<file path="src/rtl/amw_pkg.sv">
package amw_pkg;

    typedef enum logic [2:0] {
        ST_IDLE    = 3'd0,
        ST_SETUP   = 3'd1,
        ST_STROBE  = 3'd2,
        ST_ACKWAIT = 3'd3,
        ST_HOLD    = 3'd4,
        ST_GAP     = 3'd5
    } amw_state_e;

    function automatic int unsigned amw_max(input int unsigned a, input int unsigned b);
        return (a > b) ? a : b;
    endfunction

endpackage

</file>
<file path="src/rtl/amw_sync.sv">
module amw_sync #(
    parameter int unsigned STAGES    = 2,
    parameter bit          RESET_VAL = 1'b0
) (
    input  logic clk,
    input  logic rst,
    input  logic d,
    output logic q
);
    logic [STAGES-1:0] chain;

    always_ff @(posedge clk) begin
        if (rst) begin
            chain <= {STAGES{RESET_VAL}};
        end else begin
            chain <= {chain[STAGES-2:0], d};
        end
    end

    assign q = chain[STAGES-1];
endmodule

</file>
<file path="src/rtl/amw_timer.sv">
module amw_timer #(
    parameter int unsigned CNT_W = 5
) (
    input  logic             clk,
    input  logic             rst,
    input  logic             load,
    input  logic [CNT_W-1:0] load_val,
    output logic             zero
);
    logic [CNT_W-1:0] cnt;

    always_ff @(posedge clk) begin
        if (rst) begin
            cnt <= '0;
        end else if (load) begin
            cnt <= load_val;
        end else if (cnt != '0) begin
            cnt <= cnt - 1'b1;
        end
    end

    assign zero = (cnt == '0);
endmodule

</file>
<file path="src/rtl/amw_bank_dec.sv">
module amw_bank_dec #(
    parameter int unsigned NBANK  = 4,
    parameter int unsigned BANK_W = 2
) (
    input  logic              active,
    input  logic [BANK_W-1:0] bank,
    output logic [NBANK-1:0]  sel_n
);
    for (genvar i = 0; i < NBANK; i++) begin : g_bank
        assign sel_n[i] = ~(active && (bank == BANK_W'(i)));
    end
endmodule

</file>
<file path="src/rtl/amw_write_seq.sv">
module amw_write_seq
    import amw_pkg::*;
#(
    parameter int unsigned ADDR_W      = 24,
    parameter int unsigned DATA_W      = 32,
    parameter int unsigned NBANK       = 4,
    parameter int unsigned WAIT_W      = 5,
    parameter int unsigned HOLD_W      = 3,
    parameter int unsigned SYNC_STAGES = 2,
    localparam int unsigned BANK_W     = (NBANK > 1) ? $clog2(NBANK) : 1,
    localparam int unsigned CNT_W      = amw_max(WAIT_W, HOLD_W)
) (
    input  logic              clk,
    input  logic              rst,
    input  logic [WAIT_W-1:0] cfg_wait,
    input  logic [HOLD_W-1:0] cfg_hold,
    input  logic              cfg_ack_en,
    input  logic              req_valid,
    output logic              req_ready,
    input  logic [ADDR_W-1:0] req_addr,
    input  logic [DATA_W-1:0] req_data,
    input  logic [BANK_W-1:0] req_bank,
    input  logic              mem_ack,
    output logic [ADDR_W-1:0] mem_addr,
    output logic [NBANK-1:0]  mem_sel_n,
    output logic              mem_wr_n,
    output logic              mem_rd_n,
    output logic [DATA_W-1:0] mem_dq_o,
    output logic              mem_dq_oe
);

    amw_state_e state, state_nx;

    logic [ADDR_W-1:0] addr_q;
    logic [DATA_W-1:0] data_q;
    logic [BANK_W-1:0] bank_q;
    logic [WAIT_W-1:0] wait_q;
    logic [HOLD_W-1:0] hold_q;
    logic              ack_en_q;
    logic              accept;
    logic              ack_s;
    logic              tmr_load;
    logic [CNT_W-1:0]  tmr_val;
    logic              tmr_zero;
    logic              bus_active;
    logic              strobe_low;
    logic              drive_data;

    amw_sync #(.STAGES(SYNC_STAGES), .RESET_VAL(1'b0)) u_ack_sync (
        .clk (clk),
        .rst (rst),
        .d   (mem_ack),
        .q   (ack_s)
    );

    amw_timer #(.CNT_W(CNT_W)) u_timer (
        .clk      (clk),
        .rst      (rst),
        .load     (tmr_load),
        .load_val (tmr_val),
        .zero     (tmr_zero)
    );

    amw_bank_dec #(.NBANK(NBANK), .BANK_W(BANK_W)) u_bank_dec (
        .active (bus_active),
        .bank   (bank_q),
        .sel_n  (mem_sel_n)
    );

    assign req_ready = (state == ST_IDLE);
    assign accept    = req_valid && req_ready;

    // Capture the request and its timing configuration at acceptance
    always_ff @(posedge clk) begin
        if (rst) begin
            addr_q   <= '0;
            data_q   <= '0;
            bank_q   <= '0;
            wait_q   <= WAIT_W'(1);
            hold_q   <= '0;
            ack_en_q <= 1'b0;
        end else if (accept) begin
            addr_q   <= req_addr;
            data_q   <= req_data;
            bank_q   <= req_bank;
            wait_q   <= (cfg_wait == '0) ? WAIT_W'(1) : cfg_wait;
            hold_q   <= cfg_hold;
            ack_en_q <= cfg_ack_en;
        end
    end

    // State register
    always_ff @(posedge clk) begin
        if (rst) begin
            state <= ST_IDLE;
        end else begin
            state <= state_nx;
        end
    end

    // Next state and timer loads
    always_comb begin
        state_nx = state;
        tmr_load = 1'b0;
        tmr_val  = '0;
        unique case (state)
            ST_IDLE: begin
                if (req_valid) begin
                    state_nx = ST_SETUP;
                end
            end
            ST_SETUP: begin
                state_nx = ST_STROBE;
                tmr_load = 1'b1;
                tmr_val  = CNT_W'(wait_q - 1'b1);
            end
            ST_STROBE: begin
                if (tmr_zero) begin
                    if (ack_en_q && !ack_s) begin
                        state_nx = ST_ACKWAIT;
                    end else if (hold_q != '0) begin
                        state_nx = ST_HOLD;
                        tmr_load = 1'b1;
                        tmr_val  = CNT_W'(hold_q - 1'b1);
                    end else begin
                        state_nx = ST_GAP;
                    end
                end
            end
            ST_ACKWAIT: begin
                if (ack_s) begin
                    if (hold_q != '0) begin
                        state_nx = ST_HOLD;
                        tmr_load = 1'b1;
                        tmr_val  = CNT_W'(hold_q - 1'b1);
                    end else begin
                        state_nx = ST_GAP;
                    end
                end
            end
            ST_HOLD: begin
                if (tmr_zero) begin
                    state_nx = ST_GAP;
                end
            end
            ST_GAP: begin
                state_nx = ST_IDLE;
            end
            default: begin
                state_nx = ST_IDLE;
            end
        endcase
    end

    // Output decode from the state register
    always_comb begin
        bus_active = 1'b0;
        strobe_low = 1'b0;
        drive_data = 1'b0;
        unique case (state)
            ST_IDLE, ST_GAP: begin
                bus_active = 1'b0;
            end
            ST_SETUP: begin
                bus_active = 1'b1;
            end
            ST_STROBE, ST_ACKWAIT: begin
                bus_active = 1'b1;
                strobe_low = 1'b1;
                drive_data = 1'b1;
            end
            ST_HOLD: begin
                bus_active = 1'b1;
                drive_data = 1'b1;
            end
            default: begin
                bus_active = 1'b0;
            end
        endcase
    end

    assign mem_addr  = addr_q;
    assign mem_wr_n  = ~strobe_low;
    assign mem_rd_n  = 1'b1;
    assign mem_dq_o  = data_q;
    assign mem_dq_oe = drive_data;


    idle_quiet_chk: assert property (@(posedge clk) disable iff (rst)
        req_ready |-> ((&mem_sel_n) && mem_wr_n && !mem_dq_oe));


    sel_onehot_chk: assert property (@(posedge clk) disable iff (rst)
        $onehot0(~mem_sel_n));


    strobe_after_sel_chk: assert property (@(posedge clk) disable iff (rst)
        $fell(mem_wr_n) |-> !$past(&mem_sel_n));


    wr_low_drives_data_chk: assert property (@(posedge clk) disable iff (rst)
        !mem_wr_n |-> mem_dq_oe);


    addr_stable_chk: assert property (@(posedge clk) disable iff (rst)
        (!(&mem_sel_n) && !$past(&mem_sel_n)) |-> $stable(mem_addr));


    ack_stretch_chk: assert property (@(posedge clk) disable iff (rst)
        (state == ST_ACKWAIT && !ack_s) |=> !mem_wr_n);

endmodule

</file>
<file path="config.mk">
export PLATFORM = sky130hd
export DESIGN_NAME = amw_write_seq
export DESIGN_NICKNAME = d
export VERILOG_FILES = /design/src/rtl/amw_pkg.sv /design/src/rtl/amw_sync.sv /design/src/rtl/amw_timer.sv /design/src/rtl/amw_bank_dec.sv /design/src/rtl/amw_write_seq.sv
export SDC_FILE = /design/constraint.sdc
export NUM_CORES = 1
export LEC_CHECK = 0
export ABC_CLOCK_PERIOD_IN_PS = 3800
export BUFFER_PORTS_ARGS = -buffer_cell sky130_fd_sc_hd__buf_2
export CELL_PAD_IN_SITES_DETAIL_PLACEMENT = 1
export CELL_PAD_IN_SITES_GLOBAL_PLACEMENT = 1
export CORE_MARGIN = 8
export CORE_UTILIZATION = 35
export CTS_CLUSTER_SIZE = 12
export DETAILED_ROUTE_END_ITERATION = 10
export HOLD_SLACK_MARGIN = 0.02
export PLACE_DENSITY = 0.87
export SYNTH_ARGS = -nofsm -noshare
export SYNTH_HDL_FRONTEND = slang
export SYNTH_SLANG_ARGS = --single-unit
</file>
<file path="constraint.sdc">
create_clock -name clk -period 3.8 [get_ports clk]
set_input_delay 0.38 -clock clk [delete_from_list [all_inputs] [get_ports clk]]
set_output_delay 0.38 -clock clk [all_outputs]
set_load 0.02 [all_outputs]
</file>
* Word-level counts from Yosys, hierarchy flattened
Cells that the tools add are included.
Word-level totals: output and inout bits 64, bits in writable memories 0, bits in registers 77, ROM bits 0, word-level logic and storage cells 69, latch bits 0, memories kept 0
Operators by class: equal/unequal tests 11, multipliers 0, mux-type cells 23, divide/modulo/power cells 0, magnitude comparators 0, shift operators 0, reduce and logical (&&, ||, !) cells 18, bitwise logic cells 5, $add $sub $neg 3
Operators by type and width (count):
- 5-bit 2-to-1 mux | 7
- 3-bit 2-to-1 mux | 5
- 3-bit one-hot mux with 5 select lines | 1
- 5-bit one-hot mux with 3 select lines | 1
- 5-bit logical NOT | 2
- 5-bit by 1-bit subtractor with 5-bit output, second input constant | 2
- 1-bit 2-to-1 mux | 8
- 3-bit by 2-bit equality test with 1-bit output, second input constant | 2
- 1-bit logical AND | 6
- 2-bit != test, second input constant | 3
- 1-bit inverter | 5
- 5-bit nonzero test | 1
- 2-bit equality test, second input constant | 2
- 4-bit AND reduction | 1
- 4-bit OR reduction | 1
- 3-bit by 1-bit subtractor with 4-bit output, second input constant | 1
- 3-bit by 1-bit equality test with 1-bit output, second input constant | 1
- 3-bit equality test, second input constant | 1
- 3-bit logical NOT | 1
- 1-bit one-hot mux with 3 select lines | 1
- 3-bit nonzero test | 1
- 3-bit OR reduction | 1
- 2-bit by 1-bit equality test with 1-bit output, second input constant | 1
- 2-bit logical NOT | 1
- 4 further kinds | 4

* Depth between registers and ports, before layout
Gate-level depths: netlist of run 1.
word-level depth 6, depth in mapped cells 7

* Modules after synthesis
Synthesis of run 1 repeated with hierarchy kept, for this count alone.
Second synthesis, totals: cells, all modules 384, area, all modules 3036.7 um2
By module, submodules not included:
- amw_write_seq | cells an instance 344, area an instance 2667.6 um2, seq. area each 1401.3 um2, instances 1
- amw_timer | cells an instance 32, area an instance 287.8 um2, seq. area each 100.1 um2, instances 1
- amw_sync | cells an instance 4, area an instance 52.6 um2, seq. area each 40.0 um2, instances 1
- amw_bank_dec | cells an instance 4, area an instance 28.8 um2, seq. area each 0.0 um2, instances 1

* Worst setup path before layout of run 1
No wires, ideal clock.
path kind register -> register, from register u_timer.cnt[0], to register u_timer.cnt[1], stages on the path, launching flop included 8, arrival time 1.811 ns, period minus slack after synthesis 1.942 ns, slack 1.858 ns, path through dfxtp_1 -> inv_1 -> ha_1 -> or4b_1 -> buf_6 -> or4b_4 -> o2111ai_2 -> a31oi_1
Between the ends: longest elaborated chain between the ends 4, elaborated cells on any way between the ends 10
Ends and longest elaborated chain:
- from (decl) | RTL line amw_timer.sv:10 | logic [CNT_W-1:0] cnt;
- from (signal assigned) | RTL line amw_timer.sv:16 | cnt <= load_val;
- from (signal assigned) | RTL line amw_timer.sv:18 | cnt <= cnt - 1'b1;
- branches (longest 4 deep; another with 5-bit by 1-bit subtractor with 5-bit output)
Several ways; the timed one is not identified. The select of a mux whose other input is x is not followed. A chain may end at the register's enable or synchronous reset.

* Final worst setup path of run 1
from register state[0], to output mem_sel_n[0]
Between the ends: longest elaborated chain between the ends 5, elaborated cells on any way between the ends 8
Ends and longest elaborated chain:
- from (decl) | RTL line amw_write_seq.sv:32 | amw_state_e state, state_nx;
- from (signal assigned) | RTL line amw_write_seq.sv:97 | state <= state_nx;
- 3-bit equality test (tied with other cells) | RTL line amw_write_seq.sv:160 | unique case (state)
- 4-bit OR reduction (no source line) *
- 1-bit 2-to-1 mux * | RTL line amw_write_seq.sv:160
- 1-bit logical AND * | RTL line amw_bank_dec.sv:10 | assign sel_n[i] = ~(active && (bank == BANK_W'(i)));
- 1-bit inverter * | RTL line amw_bank_dec.sv:10
- to (decl) | RTL line amw_write_seq.sv:25 | output logic [NBANK-1:0] mem_sel_n,
Every way passes the cells marked *; elsewhere a longest branch is shown, timed or not.

==> impl_metrics.env, run 1 <==
export IMPL_grt_use_total_pct=15.9
export IMPL_grt_max_degree=68
export IMPL_rsz0062_at_grt="false"
export IMPL_slowest_stage="nor2_1"
export IMPL_syn_avg_cell_area_um2=7.78
export IMPL_grt_pass1_wl_um=15300
export IMPL_via_per_inst=4.90
export IMPL_routed_wl_um=9610
export IMPL_path_max_fanout=11
export IMPL_cts_max_level=3
export IMPL_clkTransAtPathRegs_ps=90
export IMPL_yosysTopAreaCell="dfxtp_1"
export IMPL_synth_area_mm2=0.00308
export IMPL_drive_gt1_share_pct=30.2
export IMPL_final_nets=589
export IMPL_worstPathRequired_ps=3420
export IMPL_placed_cell_area_mm2=0.00380
export IMPL_critPathArrivalTime_ps=1840
export IMPL_fin_setup_tns_ps=0
export IMPL_ys_async_sr_fraction_pct=0
export IMPL_vias=3079
export IMPL_synth_cells=396
export IMPL_antenna_found_initial=0
export IMPL_finalSetupViolations=0
export IMPL_cts_tree="done"
export IMPL_drt_pass1_iterations=4
export IMPL_fin_crit_ps=2220
export IMPL_fin_skew_ps=11.2
export IMPL_ir_worst_vdd_v=0.000343
export IMPL_core_mm2=0.00864
export IMPL_worstSetupEndpoint="mem_sel_n[0]"
export IMPL_grt_overflow=0
export IMPL_cts_made_buffers=9
export IMPL_slowest_delay_ps=440
export IMPL_synth_edf_count=0
export IMPL_initial_utilization_pct=35.7
export IMPL_die_y_um=110
export IMPL_ys_ff_latch=77
export IMPL_clock_path_buffers=2
export IMPL_ant_nets=0
export IMPL_hold_worst_slack_ps=261
export IMPL_maxCapViolations=0
export IMPL_drc_errors=0
export IMPL_synthTopCellsByCount="143 x nand2_1, 77 x dfxtp_1, 71 x a21oi_1, 25 x clkbuf_1"
export IMPL_r2r_slack_ps=1610
export IMPL_diodes=0
export IMPL_synth_area_leaders="dfxtp_1 50%, nand2_1 17%, a21oi_1 12%"
export IMPL_post_cts_buffers=0
export IMPL_die_area_mm2=0.0121
export IMPL_critical_path_startpoint_type="flip-flop"
export IMPL_yosysSeqAreaShare_pct=50.0
export IMPL_areaGrowthSynthToFinish_pct=29.4
export IMPL_crit_path_cell_trace="nor2_1, xor2_1, or3_1, buf_2"
export IMPL_maxSlewViolCount=0
export IMPL_clock_sinks=77
export IMPL_fin_util_pct=46.2
export IMPL_synth_nets=470
export IMPL_place_congestion=0.768
export IMPL_min_path_type="in -> reg"
export IMPL_hold_violations=0
export IMPL_drt_iter0_drc=118
export IMPL_endpoint_kind="output pin"
export IMPL_synth_main_ff_cell="dfxtp_1"
export IMPL_clkLatencyLatePin_ps=350
export IMPL_synth_most_common_cell="nand2_1"
export IMPL_ios=135
export IMPL_p_leak_nw=1.81
export IMPL_rr_worst_depth=5
export IMPL_rr_startpoint="state[2]"
export IMPL_relSlewSlack_pct=41.0
export IMPL_grt_pass1_vias=3186
export IMPL_synthDistinctLibCells=38
export IMPL_fin_area_mm2=0.00399
export IMPL_yosys_area_top_type_share_pct=50.0
export IMPL_clock_fmax_mhz=450
export IMPL_worst_slew_pin_slew_ps=882
export IMPL_crit_type="reg -> out"
export IMPL_cts_resized=0
export IMPL_fin_crit_sh_pct=58.5
export IMPL_pwr_density_cell_mw_per_mm2=742
export IMPL_num_rows=34
export IMPL_cts_hold_buf=0
export IMPL_run_status="completed"
export IMPL_root_buffer="clkbuf_8"
export IMPL_yosysWarnings=0
export IMPL_crit_start="state[0]"
export IMPL_wl_per_cell_um=15.3
export IMPL_r2r_end="mem_addr[18]"
export IMPL_dp_hpwl_um=7050
export IMPL_port_buffers=133
export IMPL_die_width_um=110
export IMPL_nFillCells=1128
-- power by group --
group / internal, mW / leakage (nW) / total (mW) / switching [mW]
Sequential: 0.990 / 0.632 / 1.13 / 0.142
Clock: 0.303 / 0.0923 / 0.602 / 0.300
Combinational: 0.429 / 1.08 / 1.22 / 0.793
Total: 1.72 / 1.81 / 2.96 / 1.24
-- kinds of logic after synthesis --
logic type | share of synthesized area [%]
compound gates | 15.8
xor+xnor | 2.56
fa+ha+maj | 1.22
buf+inv | 4.51
flops | 50.0
other cells | 0.122
simple gates | 25.8
-- worst min-delay path by stage --
stage                        startpoint             endpoint  slack (ps)  cells after the start
global route               req_data[22]         mem_dq_o[22]         250                      3
finish                     req_data[16]         mem_dq_o[16]         260                      3
CTS                        req_data[30]         mem_dq_o[30]         240                      3
floorplan           u_ack_sync.chain[0]  u_ack_sync.chain[1]         410                      1
global placement    u_ack_sync.chain[0]  u_ack_sync.chain[1]         420                      1
detailed placement         mem_dq_o[25]         mem_dq_o[25]         450                      2
-- worst max-delay path, delay by kind of cell, from the launching register on --
kind | cells | cell delay [ps]
and+or+nand+nor | 2 | 760
DFF | 1 | 430
buffers and inverters | 1 | 170
xor gates and xnor gates | 1 | 150
-- cell usage in the layout, fill, tap and decap left out, types with 2 or more instances in the layout --
cell	count
a21oi_1	71
a31oi_1	3
a32oi_1	2
and2_1	2
buf_2	133
buf_4	3
clkbuf_8	9
clkinv_2	2
clkinvlp_4	2
dfxtp_1	77
ha_1	3
inv_1	6
nand2_1	142
nand2b_1	3
nand3_1	5
nand3b_1	2
nor2_1	6
nor2b_1	6
nor3_1	6
nor3b_1	3
o211ai_1	2
o21ai_0	2
or3_1	2
xnor2_1	2
xor2_1	7
-- layout make-up --
class / count / area (um^2) / area share [%]
clock buffer: 10 / 128 / 3.20
clock inverter: 6 / 63.8 / 1.60
inverter: 6 / 22.5 / 0.565
multi-input combinational: 285 / 1410 / 35.3
sequential: 77 / 1540 / 38.7
tap: 108 / 135 / 3.39
timing repair buffer: 136 / 688 / 17.3
-- routing by layer --
layer / vias up / part of all wire, % / global-route usage, %
li1: 1537 / - / -
met1: 1443 / 40 / 17.6
met2: 82 / 49 / 26.3
met3: 17 / 8.9 / 6.62
met4: 0 / 2.0 / 6.75
met5: - / 0 / 0
-- flip-flops by register name, indices dropped and copies added, names as in the netlist --
register / count
state: 3
hold_q: 3
bank_q: 2
mem_addr: 24
u_ack_sync.chain: 2
ack_en_q: 1
u_timer.cnt: 5
mem_dq_o: 32
wait_q: 5
-- per-stage QoR --
stage / std cells / setup WS, ps / total power [mW]
final: 628 / 1580 / 2.96
after global routing: 628 / 1410 / 3.18
after CTS: 628 / 1540 / 3.01
after detailed placement: 612 / 1600 / 2.39
after global placement: 612 / 1700 / 2.33
after floorplan: 396 / 1860 / 2.01
No activity file was read; power rests on OpenSTA's default activity.
==> run 2: changes to the inputs <==
--- a/config.mk
+++ b/config.mk
@@ -5,16 +5,17 @@
 export SDC_FILE = /design/constraint.sdc
 export NUM_CORES = 1
 export LEC_CHECK = 0
-export ABC_CLOCK_PERIOD_IN_PS = 3800
+export ABC_AREA = 1
+export ABC_CLOCK_PERIOD_IN_PS = 2050
 export BUFFER_PORTS_ARGS = -buffer_cell sky130_fd_sc_hd__buf_2
 export CELL_PAD_IN_SITES_DETAIL_PLACEMENT = 1
 export CELL_PAD_IN_SITES_GLOBAL_PLACEMENT = 1
 export CORE_MARGIN = 8
-export CORE_UTILIZATION = 35
+export CORE_UTILIZATION = 33
 export CTS_CLUSTER_SIZE = 12
 export DETAILED_ROUTE_END_ITERATION = 10
 export HOLD_SLACK_MARGIN = 0.02
-export PLACE_DENSITY = 0.87
+export PLACE_DENSITY = 0.82
 export SYNTH_ARGS = -nofsm -noshare
 export SYNTH_HDL_FRONTEND = slang
 export SYNTH_SLANG_ARGS = --single-unit
==> constraint.sdc (replaced) <==
create_clock -name clk -period 2.05 [get_ports clk]
set_input_delay 0.205 -clock clk [delete_from_list [all_inputs] [get_ports clk]]
set_output_delay 0.205 -clock clk [all_outputs]
set_load 0.02 [all_outputs]
==> run 2 against run 1 <==
Effect of this change: power grew 99%; cell count grew 9.6%; routed wire length grew 10%; clock power grew 74%; critical path type unchanged; largest power group unchanged.
==> impl_metrics.env, run 2 <==
export IMPL_place_congestion=0.777
export IMPL_ys_ff_latch=77
export IMPL_synth_area_mm2=0.00323
export IMPL_ys_async_sr_fraction_pct=0
export IMPL_cts_max_level=3
export IMPL_slowest_delay_ps=360
export IMPL_fin_crit_ps=1890
export IMPL_r2r_slack_ps=310
export IMPL_yosysSeqAreaShare_pct=47.7
export IMPL_die_y_um=115
export IMPL_relSlewSlack_pct=60.5
export IMPL_endpoint_kind="output pin"
export IMPL_root_buffer="clkbuf_8"
export IMPL_gr_max_usage_layer="met2"
export IMPL_placed_cell_area_mm2=0.00397
export IMPL_min_path_type="in -> reg"
export IMPL_worst_slew_pin_slew_ps=592
export IMPL_final_seq_area_mm2=0.00154
export IMPL_crit_start="state[0]"
export IMPL_yosys_area_top_type_share_pct=47.7
export IMPL_multi_input_area_mm2=0.00142
export IMPL_clkLatencyLatePin_ps=350
export IMPL_crit_type="reg -> out"
export IMPL_synth_main_ff_cell="dfxtp_1"
export IMPL_cpLargestDelayFamily="buffers and inverters"
export IMPL_rr_worst_depth=7
export IMPL_dp_hpwl_um=7780
export IMPL_ios=135
export IMPL_initial_utilization_pct=33.5
export IMPL_syn_avg_cell_area_um2=7.53
export IMPL_cts_tree="done"
export IMPL_areaGrowthSynthToFinish_pct=28.4
export IMPL_grt_overflow=0
export IMPL_fin_setup_tns_ps=0
export IMPL_gr_usage_met1_pct=17.4
export IMPL_run_status="completed"
export IMPL_finalSetupViolations=0
export IMPL_port_buffers=133
export IMPL_drc_errors=0
export IMPL_hold_violations=0
export IMPL_rsz0062_at_grt="false"
export IMPL_synth_cells=429
export IMPL_drive_gt1_share_pct=30.3
export IMPL_diodes=0
export IMPL_fin_crit_sh_pct=92.0
export IMPL_slowest_stage="buf_6"
export IMPL_maxSlewViolCount=0
export IMPL_grt_max_degree=59
export IMPL_ant_nets=0
export IMPL_yosysTopAreaCell="dfxtp_1"
export IMPL_antenna_found_initial=0
export IMPL_cp_depth=5
export IMPL_largest_reg_flops=32
export IMPL_synth_edf_count=0
export IMPL_synth_most_common_cell="nand2_1"
export IMPL_clock_fmax_mhz=530
export IMPL_vias=3349
export IMPL_synth_nets=503
export IMPL_via_per_inst=4.87
export IMPL_num_rows=36
export IMPL_yosysWarnings=0
export IMPL_critPathArrivalTime_ps=1680
export IMPL_critical_path_buf_inv_count=3
export IMPL_die_area_mm2=0.0132
export IMPL_drt_iter0_drc=143
export IMPL_final_nets=624
export IMPL_grt_pass1_wl_um=17300
export IMPL_grt_use_total_pct=16.3
export IMPL_fin_area_mm2=0.00415
export IMPL_worstPathRequired_ps=1850
export IMPL_drt_pass1_iterations=4
export IMPL_critical_path_startpoint_type="flip-flop"
export IMPL_hold_path_depth=3
export IMPL_met3_usage_pct=6.88
export IMPL_clock_path_buffers=2
export IMPL_synthDistinctLibCells=31
export IMPL_ir_worst_vdd_v=0.000629
export IMPL_wl_per_cell_um=15.4
export IMPL_die_width_um=115
export IMPL_cts_made_buffers=9
export IMPL_nFillCells=1279
export IMPL_fin_skew_ps=8.80
export IMPL_clkTransAtPathRegs_ps=80
export IMPL_synthTopCellsByCount="85 x nand2_1, 77 x dfxtp_1, 72 x a21oi_1, 69 x nand3_1, 28 x inv_1"
export IMPL_clock_sinks=77
export IMPL_post_cts_buffers=0
export IMPL_final_common_cell="buf_2"
export IMPL_pwr_density_cell_mw_per_mm2=1420
export IMPL_core_mm2=0.00964
export IMPL_cts_hold_buf=0
export IMPL_min_to="u_ack_sync.chain[0]"
export IMPL_hp_start="mem_ack"
export IMPL_routed_wl_um=10600
export IMPL_p_leak_nw=1.91
export IMPL_crit_path_cell_trace="nor2_2, inv_2, nor2_4, buf_6, buf_2"
export IMPL_maxCapViolations=0
export IMPL_synth_area_leaders="dfxtp_1 48%, a21oi_1 11%, nand3_1 11%"
export IMPL_final_cell_mix="133 x buf_2, 85 x nand2_1, 77 x dfxtp_1"
export IMPL_globalRouteMet2Util_pct=28.7
export IMPL_path_max_fanout=58
export IMPL_r2r_end="mem_addr[10]"
export IMPL_grt_pass1_vias=3654
export IMPL_rr_startpoint="state[1]"
run 2: cell types whose count changed after synthesis, moves of 12 or more:
cell      before  now
buf_2          0   12
clkbuf_1      25    8
inv_1          6   28
nand2_1      143   85
nand3_1        5   69
nor2_1         6   22
run 2: through the flow:
| step | util, % | instances | hold WS (ps) | total power, mW | setup WS (ps) |
|---|---|---|---|---|---|
| detailed placement | 41.2 | 672 | 409 | 4.88 | 324 |
| floorplan | - | 429 | 312 | 4.12 | 674 |
| CTS | 43.0 | 688 | 68.0 | 5.96 | 112 |
| finish | 43.0 | 688 | 80.1 | 5.88 | 164 |
| global route | 43.0 | 688 | 75.6 | 6.38 | 37.2 |
| global placement | 41.2 | 672 | 419 | 4.76 | 397 |
run 2: worst max path at each step:
stage                  end
6_report         req_ready
5_1_grt          req_ready
4_1_cts          req_ready
3_5_place_dp   mem_addr[8]
3_3_place_gp     req_ready
2_1_floorplan     state[0]
run 2: worst reg2reg max path, stage by stage, from the launching register on:
cell	delay (ps)
dfxtp_1	420
nor2_2	80
inv_2	80
nor2_4	40
nand2_2	440
buf_4	370
nand2_1	90
a21oi_1	140
run 2: timing repair:
| item | CTS | global route |
|---|---|---|
| gates resized for setup | 1 | 0 |
| hold endpoints to repair | 0 | 0 |
| setup endpoints to repair | 1 | 0 |
run 2: power breakdown:
group          total [mW]  leakage (nW)  switching, mW  internal [mW]
Combinational        2.77          1.20           1.88          0.883
Clock                1.05        0.0857          0.576          0.474
Sequential           2.06         0.632          0.212           1.85
Total                5.88          1.91           2.67           3.21
run 2: per-layer routing:
layer | wire [um] | part of all wire [%]
met2 | 5390 | 51
met5 | 0 | 0
met4 | 112 | 1.1
met1 | 4220 | 40
met3 | 857 | 8.1
run 2: cells by family (layout without fill, tap and decap cells):
kind of cell | count (synthesis) | in the layout | synth area share (%)
compound gates | 92 | 92 | 14.8
xor+xnor | 5 | 5 | 1.36
fa+ha+maj | 3 | 3 | 1.16
buf+inv | 60 | 186 | 8.25
flops | 77 | 77 | 47.7
other cells | 1 | 1 | 0.116
simple gates | 191 | 191 | 26.6
run 2: layout make-up:
type / instances / area share (%)
flip-flops and latches: 77 / 37.2
multi-input cells: 292 / 34.3
repair buffers: 139 / 17.5
well taps: 133 / 4.01
clock buffers: 11 / 3.41
inverters: 31 / 2.80
clock inverters: 5 / 0.814
